<file path="src/rtl/acc_cpu_pkg.sv">
package acc_cpu_pkg;

  localparam int OPC_W = 4;

  // Opcode values are architectural: the program image depends on them.
  typedef enum logic [OPC_W-1:0] {
    OP_ADD   = 4'h0,
    OP_CMP   = 4'h1,
    OP_LDI   = 4'h2,
    OP_MOV   = 4'h3,
    OP_JMP   = 4'h4,
    OP_JZ    = 4'h5,
    OP_JPOS  = 4'h6,
    OP_HLT   = 4'h7,
    OP_INC   = 4'h8,
    OP_DEC   = 4'h9,
    OP_AND   = 4'hA,
    OP_OR    = 4'hB,
    OP_SHL   = 4'hC,
    OP_SHR   = 4'hD,
    OP_XFROM = 4'hE,
    OP_XTO   = 4'hF
  } opcode_e;

  typedef enum logic [4:0] {
    ST_BOOT,   // take start address
    ST_F1,     // issue instruction read, bump PC
    ST_F2,     // capture instruction, dispatch
    ST_RDA,    // issue read of word 0
    ST_RDB,    // latch A, issue read of word 1
    ST_WRA,    // combine, write word 0
    ST_BR,     // conditional branch decision on A
    ST_JMP,    // unconditional jump
    ST_IM1,    // issue read of the word after the opcode
    ST_IM2,    // store immediate word
    ST_PTR,    // issue read through pointer
    ST_IND,    // store indirect word
    ST_X1,     // issue read of IX
    ST_X2,     // latch IX, issue source read
    ST_X3,     // write destination
    ST_X4,     // write IX+1
    ST_HALT
  } state_e;

endpackage

</file>
<file path="src/rtl/acc_cpu_mem.sv">
module acc_cpu_mem #(
  parameter int DATA_W = 16,
  parameter int ADDR_W = 12,
  parameter int MEM_AW = 8
) (
  input  logic              clk,
  input  logic              we,
  input  logic [ADDR_W-1:0] addr,
  input  logic [DATA_W-1:0] wdata,
  output logic [DATA_W-1:0] rdata
);

  localparam int DEPTH = 1 << MEM_AW;

  logic [DATA_W-1:0] store [DEPTH];
  logic [MEM_AW-1:0] idx;

  // Upper address bits alias onto the implemented depth.
  assign idx = MEM_AW'(addr);

  // Single port, read-before-write, one cycle read latency.
  always_ff @(posedge clk) begin
    if (we) begin
      store[idx] <= wdata;
    end
    rdata <= store[idx];
  end

endmodule

</file>
<file path="src/rtl/acc_cpu_alu.sv">
module acc_cpu_alu
  import acc_cpu_pkg::*;
#(
  parameter int DATA_W = 16
) (
  input  opcode_e           op,
  input  logic [DATA_W-1:0] a,
  input  logic [DATA_W-1:0] b,
  output logic [DATA_W-1:0] res,
  output logic              v,
  output logic              c,
  output logic              vc_upd
);

  localparam int MSB = DATA_W - 1;

  logic [DATA_W-1:0] addend;
  logic [DATA_W:0]   sum;

  always_comb begin
    case (op)
      OP_INC:  addend = DATA_W'(1);
      OP_DEC:  addend = '1;
      default: addend = b;
    endcase
    sum = {1'b0, a} + {1'b0, addend};
  end

  always_comb begin
    res    = a;
    v      = 1'b0;
    c      = 1'b0;
    vc_upd = 1'b0;
    case (op)
      OP_ADD, OP_INC, OP_DEC: begin
        res    = sum[DATA_W-1:0];
        v      = (a[MSB] == addend[MSB]) && (sum[MSB] != a[MSB]);
        c      = sum[DATA_W];
        vc_upd = 1'b1;
      end
      OP_CMP:  res = ~a;
      OP_AND:  res = a & b;
      OP_OR:   res = a | b;
      OP_SHL:  res = {a[MSB-1:0], 1'b0};
      OP_SHR:  res = {1'b0, a[MSB:1]};
      default: res = a;
    endcase
  end

  // operands of opposite sign can never overflow.
  always_comb begin
    if (op == OP_ADD && (a[MSB] != b[MSB])) begin
      a_r3_mixed_sign_no_ovf: assert (!v);
    end
  end

  // right shift is logical, bit 15 always filled with zero.
  always_comb begin
    if (op == OP_SHR) begin
      a_r4_shr_zero_fill: assert (!res[MSB]);
    end
  end

endmodule

</file>
<file path="src/rtl/acc_cpu_ctrl.sv">
module acc_cpu_ctrl
  import acc_cpu_pkg::*;
#(
  parameter int DATA_W = 16,
  parameter int ADDR_W = 12,
  parameter int CNT_W  = 32
) (
  input  logic              clk,
  input  logic              rst_n,
  input  logic [ADDR_W-1:0] start_pc,
  output logic [ADDR_W-1:0] mem_addr,
  output logic              mem_we,
  output logic [DATA_W-1:0] mem_wdata,
  input  logic [DATA_W-1:0] mem_rdata,
  output logic              bus_own,
  output logic              halted,
  output opcode_e           alu_op,
  output logic [DATA_W-1:0] alu_a,
  output logic [DATA_W-1:0] alu_b,
  input  logic [DATA_W-1:0] alu_res,
  input  logic              alu_v,
  input  logic              alu_c,
  input  logic              alu_vc,
  output logic              flag_z,
  output logic              flag_s,
  output logic              flag_v,
  output logic              flag_c,
  output logic [CNT_W-1:0]  cycle_cnt,
  output logic [CNT_W-1:0]  instr_cnt
);

  localparam int MSB = DATA_W - 1;
  localparam logic [ADDR_W-1:0] A_LOC  = '0;
  localparam logic [ADDR_W-1:0] B_LOC  = ADDR_W'(1);
  localparam logic [ADDR_W-1:0] IX_LOC = ADDR_W'(2);

  state_e            state_q, state_n;
  logic [ADDR_W-1:0] pc_q, pc_n;
  logic [DATA_W-1:0] ir_q, ir_n;
  logic [DATA_W-1:0] opa_q, opa_n;
  logic [DATA_W-1:0] ix_q, ix_n;
  logic              z_q, z_n, s_q, s_n, v_q, v_n, c_q, c_n;
  logic [CNT_W-1:0]  cyc_q, cyc_n, ins_q, ins_n;

  opcode_e           opc;
  opcode_e           fetched_opc;
  logic [ADDR_W-1:0] dir;
  logic              br_take;
  logic              cyc_en;

  assign opc         = opcode_e'(ir_q[DATA_W-1 -: OPC_W]);
  assign fetched_opc = opcode_e'(mem_rdata[DATA_W-1 -: OPC_W]);
  assign dir         = ir_q[ADDR_W-1:0];
  assign alu_op      = opc;
  assign alu_a       = opa_q;
  assign alu_b       = mem_rdata;

  // Conditional branch test on the freshly read word 0.
  always_comb begin
    if (opc == OP_JZ) begin
      br_take = (mem_rdata == '0);
    end else begin
      br_take = (mem_rdata != '0) && !mem_rdata[MSB];
    end
  end

  assign cyc_en = (state_q != ST_BOOT) && (state_q != ST_HALT);

  // Next-state and datapath control
  always_comb begin
    state_n   = state_q;
    pc_n      = pc_q;
    ir_n      = ir_q;
    opa_n     = opa_q;
    ix_n      = ix_q;
    z_n       = z_q;
    s_n       = s_q;
    v_n       = v_q;
    c_n       = c_q;
    ins_n     = ins_q;
    mem_addr  = '0;
    mem_we    = 1'b0;
    mem_wdata = '0;

    case (state_q)
      ST_BOOT: begin
        pc_n    = start_pc;
        state_n = ST_F1;
      end
      ST_F1: begin
        mem_addr = pc_q;
        pc_n     = pc_q + 1'b1;
        state_n  = ST_F2;
      end
      ST_F2: begin
        ir_n  = mem_rdata;
        ins_n = ins_q + 1'b1;
        case (fetched_opc)
          OP_JMP:           state_n = ST_JMP;
          OP_LDI, OP_MOV:   state_n = ST_IM1;
          OP_XFROM, OP_XTO: state_n = ST_X1;
          OP_HLT:           state_n = ST_HALT;
          default:          state_n = ST_RDA;
        endcase
      end
      ST_RDA: begin
        mem_addr = A_LOC;
        state_n  = (opc == OP_JZ || opc == OP_JPOS) ? ST_BR : ST_RDB;
      end
      ST_RDB: begin
        mem_addr = B_LOC;
        opa_n    = mem_rdata;
        state_n  = ST_WRA;
      end
      ST_WRA: begin
        mem_addr  = A_LOC;
        mem_we    = 1'b1;
        mem_wdata = alu_res;
        if (alu_vc) begin
          v_n = alu_v;
          c_n = alu_c;
        end
        state_n = ST_F1;
      end
      ST_BR: begin
        if (br_take) begin
          pc_n = dir;
        end
        state_n = ST_F1;
      end
      ST_JMP: begin
        pc_n    = dir;
        state_n = ST_F1;
      end
      ST_IM1: begin
        mem_addr = pc_q;
        state_n  = (opc == OP_MOV) ? ST_PTR : ST_IM2;
      end
      ST_IM2: begin
        mem_addr  = dir;
        mem_we    = 1'b1;
        mem_wdata = mem_rdata;
        pc_n      = pc_q + 1'b1;
        state_n   = ST_F1;
      end
      ST_PTR: begin
        mem_addr = mem_rdata[ADDR_W-1:0];
        state_n  = ST_IND;
      end
      ST_IND: begin
        mem_addr  = dir;
        mem_we    = 1'b1;
        mem_wdata = mem_rdata;
        pc_n      = pc_q + 1'b1;
        state_n   = ST_F1;
      end
      ST_X1: begin
        mem_addr = IX_LOC;
        state_n  = ST_X2;
      end
      ST_X2: begin
        ix_n     = mem_rdata;
        mem_addr = (opc == OP_XFROM) ? mem_rdata[ADDR_W-1:0] : dir;
        state_n  = ST_X3;
      end
      ST_X3: begin
        mem_addr  = (opc == OP_XFROM) ? dir : ix_q[ADDR_W-1:0];
        mem_we    = 1'b1;
        mem_wdata = mem_rdata;
        state_n   = ST_X4;
      end
      ST_X4: begin
        mem_addr  = IX_LOC;
        mem_we    = 1'b1;
        mem_wdata = ix_q + 1'b1;
        state_n   = ST_F1;
      end
      ST_HALT: state_n = ST_HALT;
      default: state_n = ST_HALT;
    endcase

    // Z and S shadow whatever lands in word 0.
    if (mem_we && (mem_addr == A_LOC)) begin
      z_n = (mem_wdata == '0);
      s_n = mem_wdata[MSB];
    end

    cyc_n = cyc_en ? (cyc_q + 1'b1) : cyc_q;
  end

  // State registers
  always_ff @(posedge clk or negedge rst_n) begin
    if (!rst_n) begin
      state_q <= ST_BOOT;
      pc_q    <= '0;
      ir_q    <= '0;
      opa_q   <= '0;
      ix_q    <= '0;
      z_q     <= 1'b0;
      s_q     <= 1'b0;
      v_q     <= 1'b0;
      c_q     <= 1'b0;
      cyc_q   <= '0;
      ins_q   <= '0;
    end else begin
      state_q <= state_n;
      pc_q    <= pc_n;
      ir_q    <= ir_n;
      opa_q   <= opa_n;
      ix_q    <= ix_n;
      z_q     <= z_n;
      s_q     <= s_n;
      v_q     <= v_n;
      c_q     <= c_n;
      cyc_q   <= cyc_n;
      ins_q   <= ins_n;
    end
  end

  assign halted    = (state_q == ST_HALT);
  assign bus_own   = cyc_en;
  assign flag_z    = z_q;
  assign flag_s    = s_q;
  assign flag_v    = v_q;
  assign flag_c    = c_q;
  assign cycle_cnt = cyc_q;
  assign instr_cnt = ins_q;

  // the fetch is always a pair of cycles.
  a_r2_fetch_pair: assert property (@(posedge clk) disable iff (!rst_n)
    (state_q == ST_F1) |=> (state_q == ST_F2));

  // one instruction counted per capture.
  a_r2_instr_count: assert property (@(posedge clk) disable iff (!rst_n)
    (state_q == ST_F2) |=> (instr_cnt == $past(instr_cnt) + 1'b1));

  // flags follow the value written to word 0.
  a_r6_flags_track_a: assert property (@(posedge clk) disable iff (!rst_n)
    (mem_we && (mem_addr == A_LOC)) |=>
      ((flag_z == ($past(mem_wdata) == '0)) && (flag_s == $past(mem_wdata[MSB]))));

  // immediate load resumes after the data word.
  a_r7_skip_data: assert property (@(posedge clk) disable iff (!rst_n)
    (state_q == ST_IM2) |=> (pc_q == $past(pc_q) + 1'b1));

  // jump-if-zero falls through on a nonzero A.
  a_r9_jz_fallthrough: assert property (@(posedge clk) disable iff (!rst_n)
    (state_q == ST_BR && opc == OP_JZ && mem_rdata != '0) |=> $stable(pc_q));

  // zero or negative A never takes jump-if-positive.
  a_r10_jpos_nonpositive: assert property (@(posedge clk) disable iff (!rst_n)
    (state_q == ST_BR && opc == OP_JPOS && (mem_rdata[MSB] || mem_rdata == '0))
      |=> $stable(pc_q));

  // halt is sticky and freezes PC.
  a_r12_halt_sticky: assert property (@(posedge clk) disable iff (!rst_n)
    halted |=> (halted && $stable(pc_q) && $stable(cycle_cnt)));

  // every executing clock is counted.
  a_r13_cycle_count: assert property (@(posedge clk) disable iff (!rst_n)
    (!halted && state_q != ST_BOOT) |=> (cycle_cnt == $past(cycle_cnt) + 1'b1));

endmodule

</file>
<file path="src/rtl/acc_cpu_top.sv">
module acc_cpu_top
  import acc_cpu_pkg::*;
#(
  parameter int DATA_W = 16,
  parameter int ADDR_W = 12,
  parameter int MEM_AW = 8,
  parameter int CNT_W  = 32
) (
  input  logic              clk,
  input  logic              rst_n,
  input  logic [ADDR_W-1:0] start_pc,
  output logic              halted,
  input  logic              tb_we,
  input  logic [ADDR_W-1:0] tb_addr,
  input  logic [DATA_W-1:0] tb_wdata,
  output logic [DATA_W-1:0] tb_rdata,
  output logic              flag_z,
  output logic              flag_s,
  output logic              flag_v,
  output logic              flag_c,
  output logic [CNT_W-1:0]  cycle_cnt,
  output logic [CNT_W-1:0]  instr_cnt
);

  localparam int SYNC_STAGES = 2;

  logic [SYNC_STAGES-1:0] rst_sync_q;
  logic                   rst_n_s;

  // Asynchronous assert, synchronous release.
  always_ff @(posedge clk or negedge rst_n) begin
    if (!rst_n) begin
      rst_sync_q <= '0;
    end else begin
      rst_sync_q <= {rst_sync_q[SYNC_STAGES-2:0], 1'b1};
    end
  end
  assign rst_n_s = rst_sync_q[SYNC_STAGES-1];

  logic [ADDR_W-1:0] cpu_addr, mem_addr;
  logic              cpu_we, mem_we;
  logic [DATA_W-1:0] cpu_wdata, mem_wdata, mem_rdata;
  logic              bus_own;
  opcode_e           alu_op;
  logic [DATA_W-1:0] alu_a, alu_b, alu_res;
  logic              alu_v, alu_c, alu_vc;

  // The processor owns the port while executing; otherwise the load/peek side.
  assign mem_addr  = bus_own ? cpu_addr  : tb_addr;
  assign mem_we    = bus_own ? cpu_we    : tb_we;
  assign mem_wdata = bus_own ? cpu_wdata : tb_wdata;
  assign tb_rdata  = mem_rdata;

  acc_cpu_mem #(
    .DATA_W (DATA_W),
    .ADDR_W (ADDR_W),
    .MEM_AW (MEM_AW)
  ) mem_i (
    .clk   (clk),
    .we    (mem_we),
    .addr  (mem_addr),
    .wdata (mem_wdata),
    .rdata (mem_rdata)
  );

  acc_cpu_alu #(
    .DATA_W (DATA_W)
  ) alu_i (
    .op     (alu_op),
    .a      (alu_a),
    .b      (alu_b),
    .res    (alu_res),
    .v      (alu_v),
    .c      (alu_c),
    .vc_upd (alu_vc)
  );

  acc_cpu_ctrl #(
    .DATA_W (DATA_W),
    .ADDR_W (ADDR_W),
    .CNT_W  (CNT_W)
  ) ctrl_i (
    .clk       (clk),
    .rst_n     (rst_n_s),
    .start_pc  (start_pc),
    .mem_addr  (cpu_addr),
    .mem_we    (cpu_we),
    .mem_wdata (cpu_wdata),
    .mem_rdata (mem_rdata),
    .bus_own   (bus_own),
    .halted    (halted),
    .alu_op    (alu_op),
    .alu_a     (alu_a),
    .alu_b     (alu_b),
    .alu_res   (alu_res),
    .alu_v     (alu_v),
    .alu_c     (alu_c),
    .alu_vc    (alu_vc),
    .flag_z    (flag_z),
    .flag_s    (flag_s),
    .flag_v    (flag_v),
    .flag_c    (flag_c),
    .cycle_cnt (cycle_cnt),
    .instr_cnt (instr_cnt)
  );

  // the processor never drives memory during reset.
  a_r1_no_bus_in_reset: assert property (@(posedge clk) disable iff (!rst_n)
    (!rst_n_s) |-> !bus_own);

endmodule

</file>
<file path="config.mk">
export PLATFORM = sky130hd
export DESIGN_NAME = acc_cpu_top
export DESIGN_NICKNAME = d
export VERILOG_FILES = /design/src/rtl/acc_cpu_pkg.sv /design/src/rtl/acc_cpu_mem.sv /design/src/rtl/acc_cpu_alu.sv /design/src/rtl/acc_cpu_ctrl.sv /design/src/rtl/acc_cpu_top.sv
export SDC_FILE = /design/constraint.sdc
export NUM_CORES = 2
export LEC_CHECK = 0
export BUFFER_PORTS_ARGS = -buffer_cell sky130_fd_sc_hd__buf_2
export CORE_ASPECT_RATIO = 1.5
export CORE_UTILIZATION = 35
export CTS_BUF_LIST = sky130_fd_sc_hd__clkbuf_4
export DETAILED_ROUTE_END_ITERATION = 10
export PLACE_DENSITY = 0.49
export RECOVER_POWER = 100
export SYNTH_ARGS = -nofsm -noshare
export SYNTH_HDL_FRONTEND = slang
export SYNTH_SLANG_ARGS = --single-unit
export TNS_END_PERCENT = 30
</file>
<file path="constraint.sdc">
create_clock -name clk -period 8.2 [get_ports clk]
set_input_delay 1.23 -clock clk [delete_from_list [all_inputs] [get_ports clk]]
set_output_delay 1.23 -clock clk [all_outputs]
set_load 0.05 [all_outputs]
</file>
==> metrics.cfg <==
[status]
status=finished with violations
violations=max-capacitance violations, max-slew violations

[global_routing]
busiest_layer=met2
grt_pass1_wl_um=736000
grt_max_degree=145
grt-ovfl-total=0
gr-usage-all-layers=0.209
met1_usage=0.245
use_met3=0.0309
grt_antenna_before_repair=28
first_global_vias=104000
gr-usage-met2=0.373

[placed_design]
hpwl_um=314000
io_buffers=119
place_ws_ns=1.38
dp_cells=17300
routabilityCongestion=0.871

[yosys]
avgSynthCellArea_um2=15.3
syn_nets=11100
synth_ff_type=edfxtp_1
synth-async-reset-ratio=0.0309
ys_seq_area_frac=0.752
synth_edf_count=4096
netlist.area_leader.share=0.731
synth_commonest_cells=4096 x edfxtp_1, 1658 x nand2_1, 1262 x mux2i_1, 558 x o22ai_1, 420 x nand3_1
ys_seq_elements=4243
synthTopCellsByArea=edfxtp_1 73%, mux2i_1 7.5%, nand2_1 3.7%, o22ai_1 2.1%, dfrtp_1 1.9%
yosysMostFrequentCell=edfxtp_1
synth_area_um2=168000
yosysWarnings=0
synth.distinct_cells=90
yosysTopAreaCell=edfxtp_1
syn_inst=11000

[sta]
timing.fmax_ghz=0.132
relSlewSlack=-1.24
tns_ns=0
hold_violations=0
tightest_slew_ns=3.35
finalCritPeriodShare=0.924
setup_viol=0
period_needed_ns=7.57
setup_slack_ns=0.626
slew_viol_final=2246
finalClockSkew_ns=0.155
rsz0062_at_grt=no

[power]
report.power.total_mw=42.7
p_sw_frac=0.236
peakVddDrop_mv=0.107
comb_power_share=0.057
power_density_nw_per_um2=224
pwr-share-clk=0.385
seqPwrFrac=0.558
internal-power_mw=32.6
switchingPower_mw=10.1
leakage_nw=64.9

[critical_path]
r2r_cells=8
timing.rr.end=mem_i.store[250][12]$_DFFE_PP_
cp-start-kind=register
critical_path.max_fanout=28
rrSetupSlack_ns=0.63
path_class=reg -> reg
worstSetupStartpoint=ctrl_i.state_q[1]$_DFF_PN0_
required_ns=9.46
arrival_ns=8.83
r2r-start=ctrl_i.state_q[1]$_DFF_PN0_
endpoint=mem_i.store[250][12]$_DFFE_PP_
end_kind=register

[detailed_routing]
drtIter0Drc=8710
avgViaCountPerCell=5.38
antenna_left=0
wl_per_cell_um=27.3
firstDrtPassIters=7
wl_um=519000
num_vias=102000
drc_errors=0

[clocking]
clkTransAtPathRegs_ns=0.07
cts.sinks=4243
clk_latency_ns=1.62
cts_setup_buffers=0
clock-root-buffer=clkbuf_4
htreeDepth=6
cts_buffer_depth=4
cts_tree=done
cts_buffers=958

[cells_and_area]
drive_gt1_frac=0.160
stdcell_count=19000
syn2layout_area_growth_pct=13.0
fin_nets=12000

[hold_path]
hold_path.class=reg -> reg
whs_path_depth=0

[die]
initial_core_util=0.352
die-area_um2=484000
core.rowCount=311
core_um2=479000
ios=128
chipHeight_um=851
die_x_um=568

[flow_run]
drv_cap=54

==> stage by stage <==
step	utilization	hold slack (ns)	cell area (µm²)
finish	0.397	0.361	190000
global route	0.397	0.361	190000
CTS	0.400	0.105	191000
detailed placement	0.374	0.336	179000
global placement	0.374	0.341	179000
floorplan	-	0.331	168000
==> logic make-up after synthesis <==
kind of cell             count (synthesis)  share of synthesized area
flip-flops                            4243                      0.752
AND/OR/NAND/NOR                       3008                     0.0797
AO/OA/AOI/OAI                         1611                     0.0632
multiplexers                          1290                     0.0769
buffers and inverters                  740                     0.0214
XOR/XNOR                                91                    0.00474
adder cells (fa/ha/maj)                 26                    0.00196
other                                    1                  0.0000223
==> power groups by stage <==
stage,Combinational [mW],Clock (mW),Sequential (mW)
2_1_floorplan,1.26,0,24.4
3_3_place_gp,2.42,0,24.3
3_5_place_dp,2.45,0,24.3
4_1_cts,2.46,17.0,23.8
5_1_grt,2.54,17.9,23.8
6_report,2.41,16.4,23.8
==> worst min-delay path by stage <==
stage	from	end	slack (ns)
2_1_floorplan	rst_sync_q[0]$_DFF_PN0_	rst_sync_q[1]$_DFF_PN0_	0.33
5_1_grt	tb_wdata[5]	mem_i.store[172][5]$_DFFE_PP_	0.36
3_3_place_gp	rst_sync_q[0]$_DFF_PN0_	rst_sync_q[1]$_DFF_PN0_	0.34
6_report	rst_sync_q[0]$_DFF_PN0_	rst_sync_q[1]$_DFF_PN0_	0.36
4_1_cts	tb_wdata[5]	mem_i.store[172][5]$_DFFE_PP_	0.10
3_5_place_dp	rst_sync_q[0]$_DFF_PN0_	rst_sync_q[1]$_DFF_PN0_	0.34
==> flip-flops by register name (all words and copies together) (netlist names) <==
register          flops
ctrl_i.pc_q           8
rst_sync_q            2
mem_i.rdata          16
ctrl_i.instr_cnt     32
ctrl_i.flag_c         1
ctrl_i.cycle_cnt     32
ctrl_i.state_q        5
mem_i.store        4096
ctrl_i.flag_z         1
ctrl_i.flag_v         1
ctrl_i.alu_a         16
ctrl_i.ir_q          16
ctrl_i.flag_s         1
ctrl_i.ix_q          16
==> placed cells by master, fill, tap and decap left out, types with 27 or more instances in the layout <==
cell type     n
edfxtp_1   4096
nand2_1    1649
clkbuf_4   1390
mux2i_1    1262
o22ai_1     558
nand3_1     411
buf_4       332
a21oi_1     318
nor2_1      280
clkbuf_1    268
clkinv_1    255
nand4_1     241
o21ai_0     218
a32oi_1     161
nor4_1      142
dfrtp_1     131
nor3_1       67
xnor2_1      63
buf_12       57
o31ai_1      49
nor2_2       45
o2111ai_1    39
a2111o_1     36
buf_2        35
clkinv_2     33
a21o_1       32
and3_1       31
xor2_1       28
mux2_2       28
diode_2      27
==> routing by layer <==
| metal | vias up | wire length, µm |
|---|---|---|
| met5 | - | 92 |
| met4 | 12 | 27200 |
| met3 | 983 | 27600 |
| met2 | 3590 | 266000 |
| met1 | 52300 | 198000 |
| li1 | 45400 | - |
==> critical path, stage by stage (launching register included) <==
cell      delay, ns
dfrtp_1        0.87
nor4_1         0.18
clkbuf_1       0.68
and2_0         0.44
a2111o_1       0.69
nor2_1         1.32
nand2_1        1.33
nor2_1         1.24
buf_4          0.38
==> area by class of cell <==
type                    instances  area (µm²)
fillers                     44700      288000
repair buffers                728        5060
flip-flops and latches       4243      127000
well taps                    6260        7830
clock buffers                1389       10400
diodes                         27        67.6
multi-input cells            6027       38400
inverters                      17        63.8
clock inverters               322        1700
==> timing repair <==
item / CTS / global route
resized for setup: 0 / 0
hold buffers: 12 / 0
hold endpoints to repair: 23 / 0
No activity file was read; power rests on OpenSTA's default activity.
